==> config.mk <==
export PLATFORM = sky130hd
export DESIGN_NAME = nand_erase_target
export DESIGN_NICKNAME = d
export VERILOG_FILES = /design/src/rtl/nand_erase_pkg.sv /design/src/rtl/ne_we_edge.sv /design/src/rtl/ne_erase_seq.sv /design/src/rtl/ne_block_array.sv /design/src/rtl/nand_erase_target.sv
export SDC_FILE = /design/constraint.sdc
export NUM_CORES = 1
export LEC_CHECK = 0
export BUFFER_PORTS_ARGS = -buffer_cell sky130_fd_sc_hd__buf_2
export CAP_MARGIN = 10
export CORE_MARGIN = 2
export CORE_UTILIZATION = 30
export DETAILED_ROUTE_END_ITERATION = 8
export GPL_TIMING_DRIVEN = 0
export HOLD_SLACK_MARGIN = 0.03
export SYNTH_ARGS = -nofsm -noshare
export SYNTH_HDL_FRONTEND = slang
export SYNTH_SLANG_ARGS = --single-unit
==> constraint.sdc <==
create_clock -name clk -period 7.4 [get_ports clk]
set_clock_uncertainty 0.2 [all_clocks]
set_input_delay 0.37 -clock clk [delete_from_list [all_inputs] [get_ports clk]]
set_output_delay 0.37 -clock clk [all_outputs]
set_load 0.02 [all_outputs]
==> src/rtl/nand_erase_pkg.sv <==
package nand_erase_pkg;

  typedef enum logic [1:0] {
    ST_IDLE = 2'd0,
    ST_ADDR = 2'd1,
    ST_CONF = 2'd2,
    ST_BUSY = 2'd3
  } seq_state_t;

  localparam logic [7:0] OP_ERASE_SETUP = 8'h60;
  localparam logic [7:0] OP_ERASE_GO    = 8'hD0;
  localparam logic [7:0] OP_STATUS      = 8'h70;
  localparam logic [7:0] OP_RESET       = 8'hFF;

  localparam int ROW_W = 24;
  localparam logic [7:0] STATUS_IDLE = 8'h40;

  // Insert one address byte into the row at the slot given by idx.
  function automatic logic [ROW_W-1:0] row_merge(input logic [ROW_W-1:0] row,
                                                 input logic [1:0] idx,
                                                 input logic [7:0] b);
    logic [ROW_W-1:0] r;
    r = row;
    case (idx)
      2'd0:    r[7:0]   = b;
      2'd1:    r[15:8]  = b;
      default: r[23:16] = b;
    endcase
    return r;
  endfunction

endpackage

==> src/rtl/ne_we_edge.sv <==
module ne_we_edge (
  input  logic       clk,
  input  logic       rst_n,
  input  logic       we,
  input  logic       cle,
  input  logic       ale,
  input  logic [7:0] io_in,
  output logic       cmd_stb,
  output logic       addr_stb,
  output logic [7:0] bus_byte
);
  logic we_q;
  logic we_rise;

  always_ff @(posedge clk) begin
    if (!rst_n) we_q <= 1'b0;
    else        we_q <= we;
  end

  assign we_rise  = we && !we_q;
  assign cmd_stb  = we_rise && cle;
  assign addr_stb = we_rise && ale && !cle;
  assign bus_byte = io_in;

  // a strobe never repeats on the following cycle
  a_r11_one_strobe: assert property (@(posedge clk) disable iff (!rst_n)
    (cmd_stb || addr_stb) |=> !(cmd_stb || addr_stb));

endmodule

==> src/rtl/ne_erase_seq.sv <==
module ne_erase_seq
  import nand_erase_pkg::*;
#(
  parameter int BLK_BITS  = 3,
  parameter int PAGE_BITS = 6,
  parameter int TIME_W    = 8
) (
  input  logic                clk,
  input  logic                rst_n,
  input  logic                cmd_stb,
  input  logic                addr_stb,
  input  logic [7:0]          bus_byte,
  input  logic [TIME_W-1:0]   erase_time,
  input  logic                force_fail,
  output logic                rdy,
  output logic [7:0]          status,
  output logic                stat_sel,
  output logic                erase_go,
  output logic [BLK_BITS-1:0] erase_blk
);
  seq_state_t          state;
  logic [1:0]          idx_q;
  logic [ROW_W-1:0]    row_q;
  logic [TIME_W-1:0]   cnt_q;
  logic                fail_q;
  logic [BLK_BITS-1:0] blk_q;
  logic                ready_bit;
  logic                fail_bit;

  // named internal events
  logic ev_reset, ev_status, ev_arm, ev_addr, ev_confirm, ev_abort, ev_done;
  logic ev_other_cmd;

  function automatic logic [TIME_W-1:0] load_count(input logic [TIME_W-1:0] t);
    return (t == '0) ? TIME_W'(1) : t;
  endfunction

  function automatic logic [BLK_BITS-1:0] block_of(input logic [ROW_W-1:0] row);
    return row[PAGE_BITS +: BLK_BITS];
  endfunction

  assign ev_reset     = cmd_stb && (bus_byte == OP_RESET);
  assign ev_status    = cmd_stb && (bus_byte == OP_STATUS);
  assign ev_arm       = (state == ST_IDLE) && cmd_stb && (bus_byte == OP_ERASE_SETUP);
  assign ev_addr      = (state == ST_ADDR) && addr_stb;
  assign ev_confirm   = (state == ST_CONF) && cmd_stb && (bus_byte == OP_ERASE_GO);
  assign ev_abort     = ((state == ST_ADDR) || (state == ST_CONF)) && cmd_stb && !ev_confirm;
  assign ev_done      = (state == ST_BUSY) && (cnt_q == TIME_W'(1)) && !ev_reset;
  assign ev_other_cmd = cmd_stb && !ev_status && (state != ST_BUSY);

  always_ff @(posedge clk) begin
    if (!rst_n) begin
      state     <= ST_IDLE;
      idx_q     <= 2'd0;
      row_q     <= '0;
      cnt_q     <= '0;
      fail_q    <= 1'b0;
      blk_q     <= '0;
      ready_bit <= 1'b1;
      fail_bit  <= 1'b0;
      stat_sel  <= 1'b0;
    end else if (ev_reset) begin
      state     <= ST_IDLE;
      cnt_q     <= '0;
      ready_bit <= 1'b1;
      fail_bit  <= 1'b0;
      stat_sel  <= 1'b0;
    end else begin
      if (ev_status)         stat_sel <= 1'b1;
      else if (ev_other_cmd) stat_sel <= 1'b0;
      unique case (state)
        ST_IDLE: begin
          if (ev_arm) begin
            state <= ST_ADDR;
            idx_q <= 2'd0;
            row_q <= '0;
          end
        end
        ST_ADDR: begin
          if (ev_abort) begin
            state <= ST_IDLE;
          end else if (ev_addr) begin
            row_q <= row_merge(row_q, idx_q, bus_byte);
            if (idx_q == 2'd2) state <= ST_CONF;
            else               idx_q <= idx_q + 2'd1;
          end
        end
        ST_CONF: begin
          if (ev_confirm) begin
            state     <= ST_BUSY;
            cnt_q     <= load_count(erase_time);
            fail_q    <= force_fail;
            blk_q     <= block_of(row_q);
            ready_bit <= 1'b0;
          end else if (ev_abort) begin
            state <= ST_IDLE;
          end
        end
        ST_BUSY: begin
          if (ev_done) begin
            state     <= ST_IDLE;
            ready_bit <= 1'b1;
            fail_bit  <= fail_q;
          end else begin
            cnt_q <= cnt_q - TIME_W'(1);
          end
        end
        default: state <= ST_IDLE;
      endcase
    end
  end

  assign rdy       = (state != ST_BUSY);
  assign status    = {1'b0, ready_bit, 5'b0, fail_bit};
  assign erase_go  = ev_done && !fail_q;
  assign erase_blk = blk_q;

  // ready output and status bit 6 always agree
  a_r6_rdy_bit6: assert property (@(posedge clk) disable iff (!rst_n)
    rdy == status[6]);

  // the busy timer steps down by one per cycle
  a_r6_timer_step: assert property (@(posedge clk) disable iff (!rst_n)
    ((state == ST_BUSY) && (cnt_q > TIME_W'(1)) && !ev_reset) |=>
      (cnt_q == $past(cnt_q) - TIME_W'(1)) && !rdy);

  // confirm makes the block busy on the next cycle
  a_r3_confirm_busy: assert property (@(posedge clk) disable iff (!rst_n)
    ev_confirm && !ev_reset |=> !rdy);

  // an aborted sequence lands in idle, ready
  a_r9_abort_idle: assert property (@(posedge clk) disable iff (!rst_n)
    (ev_abort && !ev_reset) |=> (state == ST_IDLE) && rdy);

  // ignored commands while busy leave the status selection alone
  a_r5_busy_filter: assert property (@(posedge clk) disable iff (!rst_n)
    ((state == ST_BUSY) && cmd_stb && !ev_status && !ev_reset) |=> $stable(stat_sel));

  // reset command yields idle status
  a_r10_reset_cmd: assert property (@(posedge clk) disable iff (!rst_n)
    ev_reset |=> rdy && (status == STATUS_IDLE) && !stat_sel);

endmodule

==> src/rtl/ne_block_array.sv <==
module ne_block_array #(
  parameter int BLK_BITS = 3,
  parameter int WPB_BITS = 2
) (
  input  logic                         clk,
  input  logic                         rst_n,
  input  logic                         erase_go,
  input  logic [BLK_BITS-1:0]          erase_blk,
  input  logic                         ld_en,
  input  logic [BLK_BITS+WPB_BITS-1:0] ld_addr,
  input  logic [7:0]                   ld_data,
  input  logic [BLK_BITS+WPB_BITS-1:0] pk_addr,
  output logic [7:0]                   pk_data
);
  localparam int AW    = BLK_BITS + WPB_BITS;
  localparam int DEPTH = 1 << AW;

  logic [7:0]       mem [DEPTH];
  logic [DEPTH-1:0] fill_hit;
  logic [DEPTH-1:0] load_hit;

  for (genvar g = 0; g < DEPTH; g++) begin : g_decode
    assign fill_hit[g] = erase_go && (erase_blk == BLK_BITS'(g >> WPB_BITS));
    assign load_hit[g] = ld_en && (ld_addr == AW'(g));
  end

  always_ff @(posedge clk) begin
    if (!rst_n) begin
      for (int i = 0; i < DEPTH; i++) mem[i] <= 8'h00;
    end else begin
      for (int i = 0; i < DEPTH; i++) begin
        if (fill_hit[i])      mem[i] <= 8'hFF;
        else if (load_hit[i]) mem[i] <= ld_data;
      end
    end
  end

  assign pk_data = mem[pk_addr];

  // after a fill the first byte of the block reads all ones
  a_r4_block_filled: assert property (@(posedge clk) disable iff (!rst_n)
    erase_go |=> (mem[{$past(erase_blk), {WPB_BITS{1'b0}}}] == 8'hFF));

  // after a fill the last byte of the block reads all ones
  a_r4_block_last: assert property (@(posedge clk) disable iff (!rst_n)
    erase_go |=> (mem[{$past(erase_blk), {WPB_BITS{1'b1}}}] == 8'hFF));

endmodule

==> src/rtl/nand_erase_target.sv <==
module nand_erase_target #(
  parameter int BLK_BITS  = 3,
  parameter int WPB_BITS  = 2,
  parameter int PAGE_BITS = 6,
  parameter int TIME_W    = 8
) (
  input  logic                         clk,
  input  logic                         rst_n,
  input  logic                         we,
  input  logic                         cle,
  input  logic                         ale,
  input  logic [7:0]                   io_in,
  output logic [7:0]                   io_out,
  output logic                         rdy,
  input  logic [TIME_W-1:0]            erase_time,
  input  logic                         force_fail,
  input  logic                         ld_en,
  input  logic [BLK_BITS+WPB_BITS-1:0] ld_addr,
  input  logic [7:0]                   ld_data,
  input  logic [BLK_BITS+WPB_BITS-1:0] pk_addr,
  output logic [7:0]                   pk_data
);
  logic                cmd_stb, addr_stb;
  logic [7:0]          bus_byte;
  logic [7:0]          status;
  logic                stat_sel;
  logic                erase_go;
  logic [BLK_BITS-1:0] erase_blk;

  ne_we_edge u_edge (
    .clk      (clk),
    .rst_n    (rst_n),
    .we       (we),
    .cle      (cle),
    .ale      (ale),
    .io_in    (io_in),
    .cmd_stb  (cmd_stb),
    .addr_stb (addr_stb),
    .bus_byte (bus_byte)
  );

  ne_erase_seq #(
    .BLK_BITS  (BLK_BITS),
    .PAGE_BITS (PAGE_BITS),
    .TIME_W    (TIME_W)
  ) u_seq (
    .clk        (clk),
    .rst_n      (rst_n),
    .cmd_stb    (cmd_stb),
    .addr_stb   (addr_stb),
    .bus_byte   (bus_byte),
    .erase_time (erase_time),
    .force_fail (force_fail),
    .rdy        (rdy),
    .status     (status),
    .stat_sel   (stat_sel),
    .erase_go   (erase_go),
    .erase_blk  (erase_blk)
  );

  ne_block_array #(
    .BLK_BITS (BLK_BITS),
    .WPB_BITS (WPB_BITS)
  ) u_array (
    .clk       (clk),
    .rst_n     (rst_n),
    .erase_go  (erase_go),
    .erase_blk (erase_blk),
    .ld_en     (ld_en),
    .ld_addr   (ld_addr),
    .ld_data   (ld_data),
    .pk_addr   (pk_addr),
    .pk_data   (pk_data)
  );

  assign io_out = stat_sel ? status : 8'h00;

  // the output bus is zero unless status is selected
  a_r7_out_gate: assert property (@(posedge clk) disable iff (!rst_n)
    !stat_sel |-> (io_out == 8'h00));

endmodule

==> qor.yml <==
ys_warn_count: 0
synth_area_leaders: "edfxtp_1 56%, mux4_2 13%, o21ai_0 4.6%, a21oi_1 4.2%, dfxtp_1 3.4%"
start_util_pct: 30.3
dieHeight_um: 218
root_buffer: "clkbuf_16"
relSlewSlack_pct: 15.5
cts_tree: "built"
synthFlopType: "edfxtp_1"
drive_gt1_share_pct: 18.4
numPortBuffers: 46
vias: 10100
viasPerCell: 5.69
synth_edf_count: 256
synth_top_area_share_pct: 56.0
ant_nets: 0
hold_viol: 0
synth_most_common_cell: "edfxtp_1"
ys_seq_elements: 279
die_x_um: 218
power_frac_seq_pct: 50.5
comb_power_share_pct: 10.3
drtIter0Drc: 1505
hold_class: "input pin to register"
p_leak_nw: 5.18
cts.htree.levels: 1
place.gp.congestion: 0.968
syn_area_per_cell_sq_um: 13.2
cts_inserted_buffers: 29
grt_pass1_vias: 10000
worstMarginPinSlew_ns: 1.26
remaining_drc_errors: 0
cts-resized-gates: 0
cts.sinks: 279
p_per_area_nw_per_um2: 230
grt-ovfl-total: 0
areaGrowthSynthToFinish_pct: 15.5
critPathKind: "input pin to output port"
fin_crit_sh_pct: 51.4
switchingPower_w: 0.000870
finalSetupTns_ns: 0
grt_max_degree: 15
finalNetCount: 1198
ys_seq_area_share_pct: 59.4
worstPathRequired_ns: 6.83
clk_pin_slew_ns: 0.06
gr-usage-all-layers_pct: 18.6
vdd_drop_max_mv: 0.208
status: "completed"
grt_pass1_wl_um: 64800
routed_wl_um: 44300
dp_hpwl_um: 31900
clk_latency_ns: 0.56
antenna_found_initial: 4
num_rows: 78
intPower_w: 0.00278
async_reset_ff_share_pct: 0
clock_path_buffers: 3
synthTopCellsByCount: "256 x edfxtp_1, 127 x o21ai_0, 116 x a21oi_1, 80 x mux4_2, 77 x clkbuf_1"
io_pins: 58
final_util_pct: 35.0
slew_viol_final: 0
cap_violations: 0
wire_per_inst_um: 25.1
cts_setup_buffers: 0
crit_path_max_fanout: 10
dr.pass1.iters: 6
rsz0062_at_grt: "false"
syn_area_sq_um: 13700
synthCells: 1042
setup.worst_path.start_class: "input pin"
cp_data_arrival_time_ns: 3.23
dieArea_sq_um: 47500
post-route-min-period_ns: 3.80
p_sw_share_pct: 23.8
fmax_ghz: 0.263
end_kind: "output port"
synth_cell_types: 54
setup_viol: 0
coreArea_sq_um: 45300
p_clk_share_pct: 39.3
synth_largest_area_cell: "edfxtp_1"
==> metal layers <==
metal / vias to the layer above / track usage, % / wire, um
met3: 160 / 5.13 / 4950
li1: 4305 / - / -
met5: - / 0 / 27
met2: 608 / 30.1 / 20800
met1: 4989 / 23.1 / 16300
met4: 4 / 8.59 / 2270
==> layout make-up <==
cell class	count	area (sq um)
Sequential cell	279	8150
Fill cell	4463	29400
Buffer	101	432
Tap cell	600	751
Inverter	8	30.0
Antenna cell	2	5.00
Timing Repair Buffer	69	440
Clock buffer	42	805
Multi-Input combinational cell	659	5130
Clock inverter	10	104
==> placed cells by master, fill, tap and decap left out, drive strengths merged, types with 4 or more instances in the layout <==
master       instances
mux2                 8
dlygate4sd3         16
nor3                10
nand3               11
nand4                6
ha                  10
dfxtp               23
clkbuf             119
o211ai              24
buf                 77
or4                  5
nand4b               5
nor2                61
and3                 4
a32o                 6
nand2               65
nand2b              12
and2                 6
conb                 6
nor4                 5
o21a                16
or3                  7
mux4                80
o21ai              127
mux2i               13
a21oi              116
clkinv               7
edfxtp             256
inv                  9
o31ai               24
==> metrics by stage <==
step                      std cells  instance area (sq um)  total power, W  hold slack [ns]  setup WS (ns)
after CTS                      1768                  15800         0.00366           0.0597           3.57
after global routing           1768                  15800         0.00374            0.104           3.53
after detailed placement       1700                  14800         0.00224            0.258           3.57
after floorplan                1047                  13700         0.00209            0.234           4.47
final                          1770                  15800         0.00365           0.0883           3.60
after global placement         1693                  14700         0.00223            0.252           3.61
==> path summary, 6_finish.rpt <==
path | startpoint | to | slack [ns] | cells past startpoint
worst max-delay path | pk_addr[0] | pk_data[1] | 3.60 | 6
worst min-delay path | erase_time[2] | u_seq.cnt_q[2] | 0.09 | 4
worst max register to register | u_seq.cnt_q[4] | u_array.mem[0][3] | 3.95 | 6
worst min register to register | u_seq.row_q[6] | u_seq.row_q[6] | 0.26 | 2
==> critical path, stage by stage <==
cell,delay [ns]
clkbuf_1,0.61
buf_2,0.54
mux4_2,0.64
mux4_2,0.56
mux2_2,0.32
buf_2,0.17
==> power by group through the flow <==
stage | combinational (W) | sequential (W) | clock (W)
3_3_place_gp | 0.000359 | 0.00187 | 0
4_1_cts | 0.000371 | 0.00184 | 0.00144
2_1_floorplan | 0.000227 | 0.00186 | 0
6_report | 0.000375 | 0.00184 | 0.00143
3_5_place_dp | 0.000364 | 0.00188 | 0
5_1_grt | 0.000395 | 0.00185 | 0.00150
==> logic make-up (layout without fill, tap and decap cells) <==
logic type / Yosys count / after routing / share of synthesized area [%]
compound gates: 331 / 331 / 13.9
fa+ha+maj: 10 / 10 / 0.912
buf+inv: 109 / 230 / 3.36
flops: 279 / 279 / 59.4
mux: 101 / 101 / 14.7
other cells: 1 / 8 / 0.0273
simple gates: 211 / 211 / 7.66
==> what timing repair did <==
action,4_1_cts,5_1_grt
hold buffers,16,0
endpoints found under the setup margin,0,0
endpoints found under the hold margin,13,0
==> state kept, by name, indices dropped and copies added, names as in the netlist, 2 cells and up <==
name,cells
u_seq.idx_q,2
u_array.mem,256
u_seq.state,2
u_seq.row_q,3
u_seq.erase_blk,3
u_seq.cnt_q,8
Note: power is estimated with default switching activity, not from simulation.
